**src/rtl/txr_pkg.sv**
```systemverilog
package txr_pkg;
    localparam int DESC_BYTES = 32;
    localparam int OFS_PTR    = 0;
    localparam int OFS_CTRL   = 4;
    localparam int OFS_MAP    = 8;
    localparam int BIT_OWN    = 31;
    localparam int BIT_EOR    = 30;
    localparam int BIT_FIRST  = 29;
    localparam int BIT_LAST   = 28;
    localparam int MAP_LSB    = 18;
    localparam int MAP_W      = 5;

    typedef enum logic [3:0] {
        ST_IDLE, ST_SCAN, ST_OWN, ST_PTR, ST_MAP,
        ST_WORD, ST_LOAD, ST_BYTE, ST_WBACK
    } txr_state_e;
endpackage

```
**src/rtl/txr_ring_ptr.sv**
```systemverilog
module txr_ring_ptr #(
    parameter int AW = 32
) (
    input  logic          clk,
    input  logic          rst_n,
    input  logic          base_ld,
    input  logic          ptr_ld,
    input  logic [AW-1:0] wdata,
    input  logic          advance,
    input  logic          wrap,
    output logic [AW-1:0] base_q,
    output logic [AW-1:0] cur_q
);
    import txr_pkg::*;
    localparam logic [AW-1:0] STEP = AW'(DESC_BYTES);

    always_ff @(posedge clk or negedge rst_n) begin
        if (!rst_n) begin
            base_q <= '0;
            cur_q  <= '0;
        end else begin
            if (base_ld)
                base_q <= wdata;
            if (ptr_ld)
                cur_q <= wdata;
            else if (advance)
                cur_q <= wrap ? base_q : cur_q + STEP;
        end
    end
endmodule

```
**src/rtl/txr_seg_walk.sv**
```systemverilog
module txr_seg_walk #(
    parameter int AW = 32,
    parameter int LW = 16
) (
    input  logic          clk,
    input  logic          rst_n,
    input  logic          start,
    input  logic [AW-1:0] start_addr,
    input  logic [LW-1:0] start_len,
    input  logic          step,
    output logic [AW-1:0] byte_addr,
    output logic          seg_first,
    output logic          last_byte,
    output logic          word_end
);
    logic [LW-1:0] remain;

    always_ff @(posedge clk or negedge rst_n) begin
        if (!rst_n) begin
            byte_addr <= '0;
            remain    <= '0;
            seg_first <= 1'b0;
        end else if (start) begin
            byte_addr <= start_addr;
            remain    <= start_len;
            seg_first <= 1'b1;
        end else if (step) begin
            byte_addr <= byte_addr + AW'(1);
            remain    <= remain - LW'(1);
            seg_first <= 1'b0;
        end
    end

    assign last_byte = (remain == LW'(1));
    assign word_end  = (byte_addr[1:0] == 2'b11);
endmodule

```
**src/rtl/txr_tx_ring_dma.sv**
```systemverilog
module txr_tx_ring_dma #(
    parameter int AW = 32,
    parameter int LW = 16
) (
    input  logic          clk,
    input  logic          rst_n,
    input  logic          kick,
    input  logic          base_we,
    input  logic          ptr_we,
    input  logic [AW-1:0] reg_wdata,
    input  logic          suspend,
    output logic [AW-1:0] cur_ptr,
    output logic          dm_rd,
    output logic          dm_wr,
    output logic [AW-1:0] dm_addr,
    output logic [31:0]   dm_wdata,
    input  logic [31:0]   dm_rdata,
    output logic          sm_rd,
    output logic [AW-1:0] sm_addr,
    input  logic [31:0]   sm_rdata,
    output logic          tx_valid,
    input  logic          tx_ready,
    output logic [7:0]    tx_data,
    output logic          tx_first,
    output logic          tx_last,
    output logic [4:0]    tx_pmap
);
    import txr_pkg::*;

    txr_state_e       state, nxt;
    logic [31:0]      ctrl_q;
    logic [MAP_W-1:0] pmap_q;
    logic [31:0]      word_q;
    logic             kick_pend;
    logic [AW-1:0]    base_q;
    logic [AW-1:0]    byte_addr;
    logic             seg_first, last_byte, word_end;
    logic             own_sw;
    logic [LW-1:0]    seg_len;

    assign own_sw  = dm_rdata[BIT_OWN];
    assign seg_len = ctrl_q[LW-1:0];

    txr_ring_ptr #(.AW(AW)) u_ptr (
        .clk     (clk),
        .rst_n   (rst_n),
        .base_ld (base_we && state == ST_IDLE),
        .ptr_ld  (ptr_we && state == ST_IDLE),
        .wdata   (reg_wdata),
        .advance (state == ST_WBACK),
        .wrap    (ctrl_q[BIT_EOR]),
        .base_q  (base_q),
        .cur_q   (cur_ptr)
    );

    txr_seg_walk #(.AW(AW), .LW(LW)) u_walk (
        .clk        (clk),
        .rst_n      (rst_n),
        .start      (state == ST_PTR),
        .start_addr (dm_rdata[AW-1:0]),
        .start_len  (seg_len),
        .step       (state == ST_BYTE && tx_ready),
        .byte_addr  (byte_addr),
        .seg_first  (seg_first),
        .last_byte  (last_byte),
        .word_end   (word_end)
    );

    // state register
    always_ff @(posedge clk or negedge rst_n) begin
        if (!rst_n) state <= ST_IDLE;
        else        state <= nxt;
    end

    // next-state decision
    always_comb begin
        nxt = state;
        unique case (state)
            ST_IDLE:  if (kick) nxt = ST_SCAN;
            ST_SCAN:  if (!suspend) nxt = ST_OWN;
            ST_OWN:   nxt = own_sw ? ((kick_pend || kick) ? ST_SCAN : ST_IDLE) : ST_PTR;
            ST_PTR:   nxt = ST_MAP;
            ST_MAP:   nxt = (seg_len == '0) ? ST_WBACK : ST_WORD;
            ST_WORD:  nxt = ST_LOAD;
            ST_LOAD:  nxt = ST_BYTE;
            ST_BYTE:  if (tx_ready) nxt = last_byte ? ST_WBACK : (word_end ? ST_WORD : ST_BYTE);
            ST_WBACK: nxt = ST_SCAN;
            default:  nxt = ST_IDLE;
        endcase
    end

    // outputs per state
    always_comb begin
        dm_rd    = 1'b0;
        dm_wr    = 1'b0;
        dm_addr  = cur_ptr;
        dm_wdata = ctrl_q | (32'd1 << BIT_OWN);
        sm_rd    = 1'b0;
        tx_valid = 1'b0;
        unique case (state)
            ST_SCAN: begin
                dm_rd   = !suspend;
                dm_addr = cur_ptr + AW'(OFS_CTRL);
            end
            ST_OWN: begin
                dm_rd   = !own_sw;
                dm_addr = cur_ptr + AW'(OFS_PTR);
            end
            ST_PTR: begin
                dm_rd   = 1'b1;
                dm_addr = cur_ptr + AW'(OFS_MAP);
            end
            ST_WORD:  sm_rd = 1'b1;
            ST_BYTE:  tx_valid = 1'b1;
            ST_WBACK: begin
                dm_wr   = 1'b1;
                dm_addr = cur_ptr + AW'(OFS_CTRL);
            end
            default: ;
        endcase
    end

    // datapath registers
    always_ff @(posedge clk or negedge rst_n) begin
        if (!rst_n) begin
            ctrl_q    <= '0;
            pmap_q    <= '0;
            word_q    <= '0;
            kick_pend <= 1'b0;
        end else begin
            if (state == ST_OWN)  ctrl_q <= dm_rdata;
            if (state == ST_MAP)  pmap_q <= dm_rdata[MAP_LSB +: MAP_W];
            if (state == ST_LOAD) word_q <= sm_rdata;
            if (state == ST_IDLE || (state == ST_OWN && own_sw))
                kick_pend <= 1'b0;
            else if (kick)
                kick_pend <= 1'b1;
        end
    end

    assign sm_addr  = {byte_addr[AW-1:2], 2'b00};
    assign tx_data  = word_q[8*byte_addr[1:0] +: 8];
    assign tx_first = tx_valid && seg_first && ctrl_q[BIT_FIRST];
    assign tx_last  = tx_valid && last_byte && ctrl_q[BIT_LAST];
    assign tx_pmap  = pmap_q;
endmodule

```
**config.mk**
```make
export PLATFORM = sky130hd
export DESIGN_NAME = txr_tx_ring_dma
export DESIGN_NICKNAME = d
export VERILOG_FILES = /design/src/rtl/txr_pkg.sv /design/src/rtl/txr_ring_ptr.sv /design/src/rtl/txr_seg_walk.sv /design/src/rtl/txr_tx_ring_dma.sv
export SDC_FILE = /design/constraint.sdc
export NUM_CORES = 1
export LEC_CHECK = 0
export BUFFER_PORTS_ARGS = -buffer_cell sky130_fd_sc_hd__buf_2
export CAP_MARGIN = 10
export CORE_MARGIN = 8
export CORE_UTILIZATION = 45
export CTS_CLUSTER_DIAMETER = 80
export DETAILED_ROUTE_END_ITERATION = 12
export GPL_TIMING_DRIVEN = 0
export PLACE_DENSITY = 0.69
export SKIP_CTS_REPAIR_TIMING = 1
export SLEW_MARGIN = 20
export SYNTH_ARGS = -nofsm -noshare
export SYNTH_HDL_FRONTEND = slang
export SYNTH_SLANG_ARGS = --single-unit
export TNS_END_PERCENT = 20
```
**constraint.sdc**
```tcl
create_clock -name clk -period 2.7 [get_ports clk]
set_input_delay 0.54 -clock clk [delete_from_list [all_inputs] [get_ports clk]]
set_output_delay 0.54 -clock clk [all_outputs]
set_load 0.03 [all_outputs]
```
---- Word level (Yosys, flattened, before mapping) ----
Cells that the tools add are included.
operators by class
  div/mod/pow operators ................... 0
  equal/unequal tests ..................... 13
  $mul .................................... 0
  reductions and logical operators ........ 19
  $add $sub $neg .......................... 5
  magnitude comparators ................... 0
  mux-type cells .......................... 25
  shifts and indexed selects .............. 1
  bitwise gates (word level) .............. 0
operator list
  kind                   number
  $mux 32                5
  $pmux 32 s2            1
  $pmux 4 s9             1
  $add 32x1->32 const B  1
  $add 32x3->32 const B  1
  $add 32x4->32 const B  1
  $add 32x6->32 const B  1
  $mux 16                2
  $shiftx 32x6->8        1
  $mux 4                 5
  $eq 16x1->1 const B    1
  $eq 4x3->1 const B     4
  $logic_not 16->1       1
  $sub 16x1->16 const B  1
  $eq 4x2->1 const B     2
  $logic_and 1x1->1      8
  $mux 1                 8
  $ne 2x2->1 const B     3
  $reduce_bool 2->1      3
  $eq 4x1->1 const B     1
  $eq 4x4->1 const B     1
  $logic_not 4->1        1
  $mux 2                 2
  $pmux 1 s3             1
  5 further kinds        7
storage, ports and cells
  output and inout bits ................... 147
  logic and storage cells ................. 73
  memories ................................ 0
  register bits ........................... 186
  input port bits ......................... 103
  latch bits .............................. 0
  ROM bits ................................ 0
  memory bits (writable) .................. 0

---- Longest topological paths before layout ----
  word-level depth ........................ 5
  mapped depth ............................ 9
  depth with buffers taken out ............ 7

---- Cells and area by module ----
A second synthesis with hierarchy kept.
unflattened totals
  cells, all modules ...................... 1035
  area, all modules ....................... 10532.6 µm²
by module, submodules not included
  module           instances  area each (µm²)  cells each  sequential area each (µm²)
  txr_tx_ring_dma  1          4092.7           337         1826.8
  txr_ring_ptr     1          3494.6           362         1601.5
  txr_seg_walk     1          2945.3           336         1226.2

---- Worst setup path before layout ----
No wires, ideal clock.
  kind .................................... register to output
  start ................................... register u_ptr.cur_q[16]
  end ..................................... output dm_addr[25]
  path buffers ............................ 2
  required time ........................... 2.160 ns
  setup slack ............................. -0.385 ns
  arrival ................................. 2.545 ns
  cell stages (with the launch flop) ...... 7
  cell sequence ........................... dfrtp_1 -> clkbuf_1 -> nand2_1 -> nor4_1 -> buf_2 -> nand4_1 -> o31ai_1
on the way
  word-level cells in the longest chain between the ends .. 2
  elaborated cells between the ends (all ways) .. 3
  classes of those cells .................. add/sub: 2; mux: 1
RTL lines
  what                                            line                                                                    RTL
  start: declaration                              txr_ring_ptr.sv:12                                                      output logic [AW-1:0] cur_q
  start signal: assignment                        txr_ring_ptr.sv:25                                                      cur_q <= wdata;
  start signal: assignment                        txr_ring_ptr.sv:27                                                      cur_q <= wrap ? base_q : cur_q + STEP;
  $add 32x3->32 or $add 32x4->32 (tied branches)  txr_tx_ring_dma.sv:103, txr_tx_ring_dma.sv:117, txr_tx_ring_dma.sv:111
  $pmux 32 s2 (*)                                 txr_tx_ring_dma.sv:100                                                  unique case (state)
  end: declaration                                txr_tx_ring_dma.sv:15                                                   output logic [AW-1:0] dm_addr,
Mark *: on every way between the ends. The rest lies on a longest branch, timed or not.

---- Final worst setup path ----
  start ................................... register u_ptr.cur_q[5]
  end ..................................... output dm_addr[31]
The elaborated chain is that of the path after synthesis.

==> impl_metrics.csv <==
group,metric,value,unit
run_status,status,"finished, violations left",
run_status,violations,"negative setup slack",
floorplanning,core,0.0225,mm^2
global_routing,grt_usage,24.0,%
cells_and_area,multiInputGateArea,0.00562,mm^2
sta,worstMarginPinSlew,0.974,ns
synth,postSynth.asyncResetShare,100,%
cells_and_area,nFillCells,1848,
cells_and_area,final_common_cell,"buf_2",
cts,cts-root-buf,"clkbuf_16",
synth,ys_seq_elements,186,
synth,synth_area_leader_cell,"dfrtp_1",
routing,totalWireLength,36300,um
flow_run,max_cap_viol_count,0,
synth,yosysSeqAreaShare,45.4,%
sta,finalHoldViolations,0,
sta,setup_slack,-0.412,ns
cts,clk_pin_slew,0.08,ns
power,leakage,6.17,nW
power,peakVddDrop,0.000756,V
floorplanning,die_h,167,um
synth,syn-mean-instance-area,10.1,um^2
cts,clock_path_buffers,2,
critical_path,worstSetupPathType,"flip-flop to output pin",
global_routing,grt_pass1_wl,53500,um
global_routing,overflow,0,
cells_and_area,syn2layout_area_growth,36.7,%
floorplanning,dieArea,0.0279,mm^2
critical_path,cp-end-kind,"output pin",
critical_path,path_max_fanout,6,
synth,synth-edff-count,0,
synth,ys_top_cells_by_area,"dfrtp_1, mux2_2, nand2_1, o21ai_0, buf_4",
power,finalPower,18.3,mW
placed_design,port_buffers,246,
cts,ctsHtreeMaxLevel,4,
cells_and_area,layout.cells.most_common_list,"buf_2, dfrtp_1, buf_4",
synth,synth.distinct_cells,71,
critical_path,arrival,2.57,ns
routing,drtIter0Drc,975,
critical_path,required,2.16,ns
routing,viasPerCell,6.10,
synth,ys_warn_count,0,
sta,timing.final.crit_period,3.11,ns
floorplanning,row_count,55,
synth,synthCells,1020,
sta,relSlewSlack,34.5,%
global_routing,grt_max_degree,95,
cells_and_area,seq_area,0.00467,mm^2
cts,cts_tree,"built",
sta,max_clock_freq,0.321,GHz
sta,report.final.slew_viol_count,0,
cts,clock_latency,0.45,ns
sta,rsz0062_at_grt,"yes",
floorplanning,start_util,45.6,%
synth,yosysTopAreaCellShare,45.4,%
cts,cts_sinks,186,
cells_and_area,fin_area,0.0140,mm^2
routing,post_drt_wl_per_cell,21.9,um
routing,ant_nets,0,
placed_design,dp_hpwl,25100,um
placed_design,placed_area,0.0121,mm^2
sta,skew,0.0111,ns
global_routing,grt_pass1_vias,9616,
cells_and_area,fin_nets,1472,
cells_and_area,post-route-util,62.3,%
routing,remaining_drc_errors,0,
routing,first_pass_iters,6,
placed_design,place_congestion,0.927,
global_routing,antenna_found_initial,2,
critical_path,cp-start-kind,"flip-flop",
routing,via_count,10100,
synth,synthFlopType,"dfrtp_1",
cells_and_area,layout-drive-gt1-share,47.1,%
synth,mappedNetlistArea,0.0103,mm^2
placed_design,pre_cts_ws,-0.804,ns
sta,setup_violations,30,
power,powerDensity,1300,mW/mm^2
floorplanning,fp.dieW,167,um
floorplanning,ioPinCount,250,
cts,numCtsBuffers,17,
hold_path,hold_class,"primary input to flip-flop",
sta,period_share,115,%
[metal layers]
| metal | vias up | GRT usage (%) | part of all wire (%) |
|---|---|---|---|
| met2 | 557 | 37.5 | 47 |
| met3 | 105 | 6.26 | 9.4 |
| met1 | 4990 | 31.0 | 41 |
| met4 | 2 | 10.4 | 3.3 |
| met5 | - | 0 | 0.028 |
| li1 | 4486 | - | - |
[cells in the mapped netlist, types with 18 or more instances]
| library cell | number |
|---|---|
| nor3_1 | 22 |
| a22oi_1 | 26 |
| a21oi_1 | 25 |
| xnor2_1 | 19 |
| o311ai_0 | 22 |
| a31oi_1 | 18 |
| nand4_1 | 24 |
| nand3_1 | 54 |
| clkbuf_1 | 48 |
| nand2_1 | 92 |
| dfrtp_1 | 186 |
| o21ai_0 | 61 |
| nor2_1 | 55 |
| buf_4 | 37 |
| mux2_2 | 100 |
| o211ai_1 | 32 |
[state kept, by name, indices dropped and copies added (netlist names)]
name	cells
u_ptr.base_q	32
u_ptr.cur_q	32
u_walk.byte_addr	32
word_q	32
ctrl_q	31
u_walk.remain	16
tx_pmap	5
state	4
kick_pend	1
u_walk.seg_first	1
[kinds of logic (layout without fill, tap and decap cells)]
family,Yosys count,in the layout,synth area share (%)
simple gates,325,325,16.0
xor+xnor,32,32,2.73
fa+ha+maj,6,6,0.732
compound gates,233,233,15.7
mux,117,117,13.6
flops,186,186,45.4
other cells,2,4,0.0732
buf+inv,119,473,5.89
[critical path, cell delays in order (launching register included)]
cell and delay [ns]:
dfrtp_2 0.42, ha_4 0.17, nand4_1 0.11, buf_6 0.16, nor4_4 0.36, nand4_1 0.22
o32ai_2 0.31, xor2_2 0.22, buf_6 0.16
[worst paths after layout]
check,startpoint,endpoint,slack [ns],depth (start not counted)
setup / recovery,u_ptr.cur_q[5]$_DFFE_PN0P_,dm_addr[31],-0.41,8
hold / removal,dm_rdata[24],u_walk.byte_addr[24]$_DFFE_PN0P_,0.31,3
min in group asynchronous,rst_n,u_ptr.cur_q[18]$_DFFE_PN0P_,0.47,2
hold reg to reg,u_walk.seg_first$_DFFE_PN0P_,u_walk.seg_first$_DFFE_PN0P_,0.48,2
setup reg to reg,state[2]$_DFFE_PN0P_,ctrl_q[30]$_DFFE_PN0P_,0.05,4
max in group asynchronous,rst_n,u_ptr.cur_q[8]$_DFFE_PN0P_,1.55,3
[power breakdown]
group	internal [mW]	total, mW	switching (mW)
combinational	4.16	10.1	5.94
clock	1.24	2.53	1.30
sequential	4.18	5.67	1.49
[cell type report]
class,instances,area share [%]
diodes,1,0.0178
plain buffers,98,4.52
clock buffers,17,3.03
clock inverters,14,1.10
inverters,15,0.401
multi-input cells,716,40.0
flip-flops and latches,186,33.3
well taps,285,2.54
repair buffers,329,15.0
[metrics by stage]
step / hold slack [ns] / TNS, ns / std cells
floorplan: 0.244 / -0.966 / 1021
global placement: 0.462 / -418.01 / 1552
detailed placement: 0.336 / -13.41 / 1554
CTS: -0.141 / -30.46 / 1585
global route: 0.307 / -9.85 / 1661
finish: 0.311 / -7.86 / 1661
Note: power is estimated with default switching activity, not from simulation.
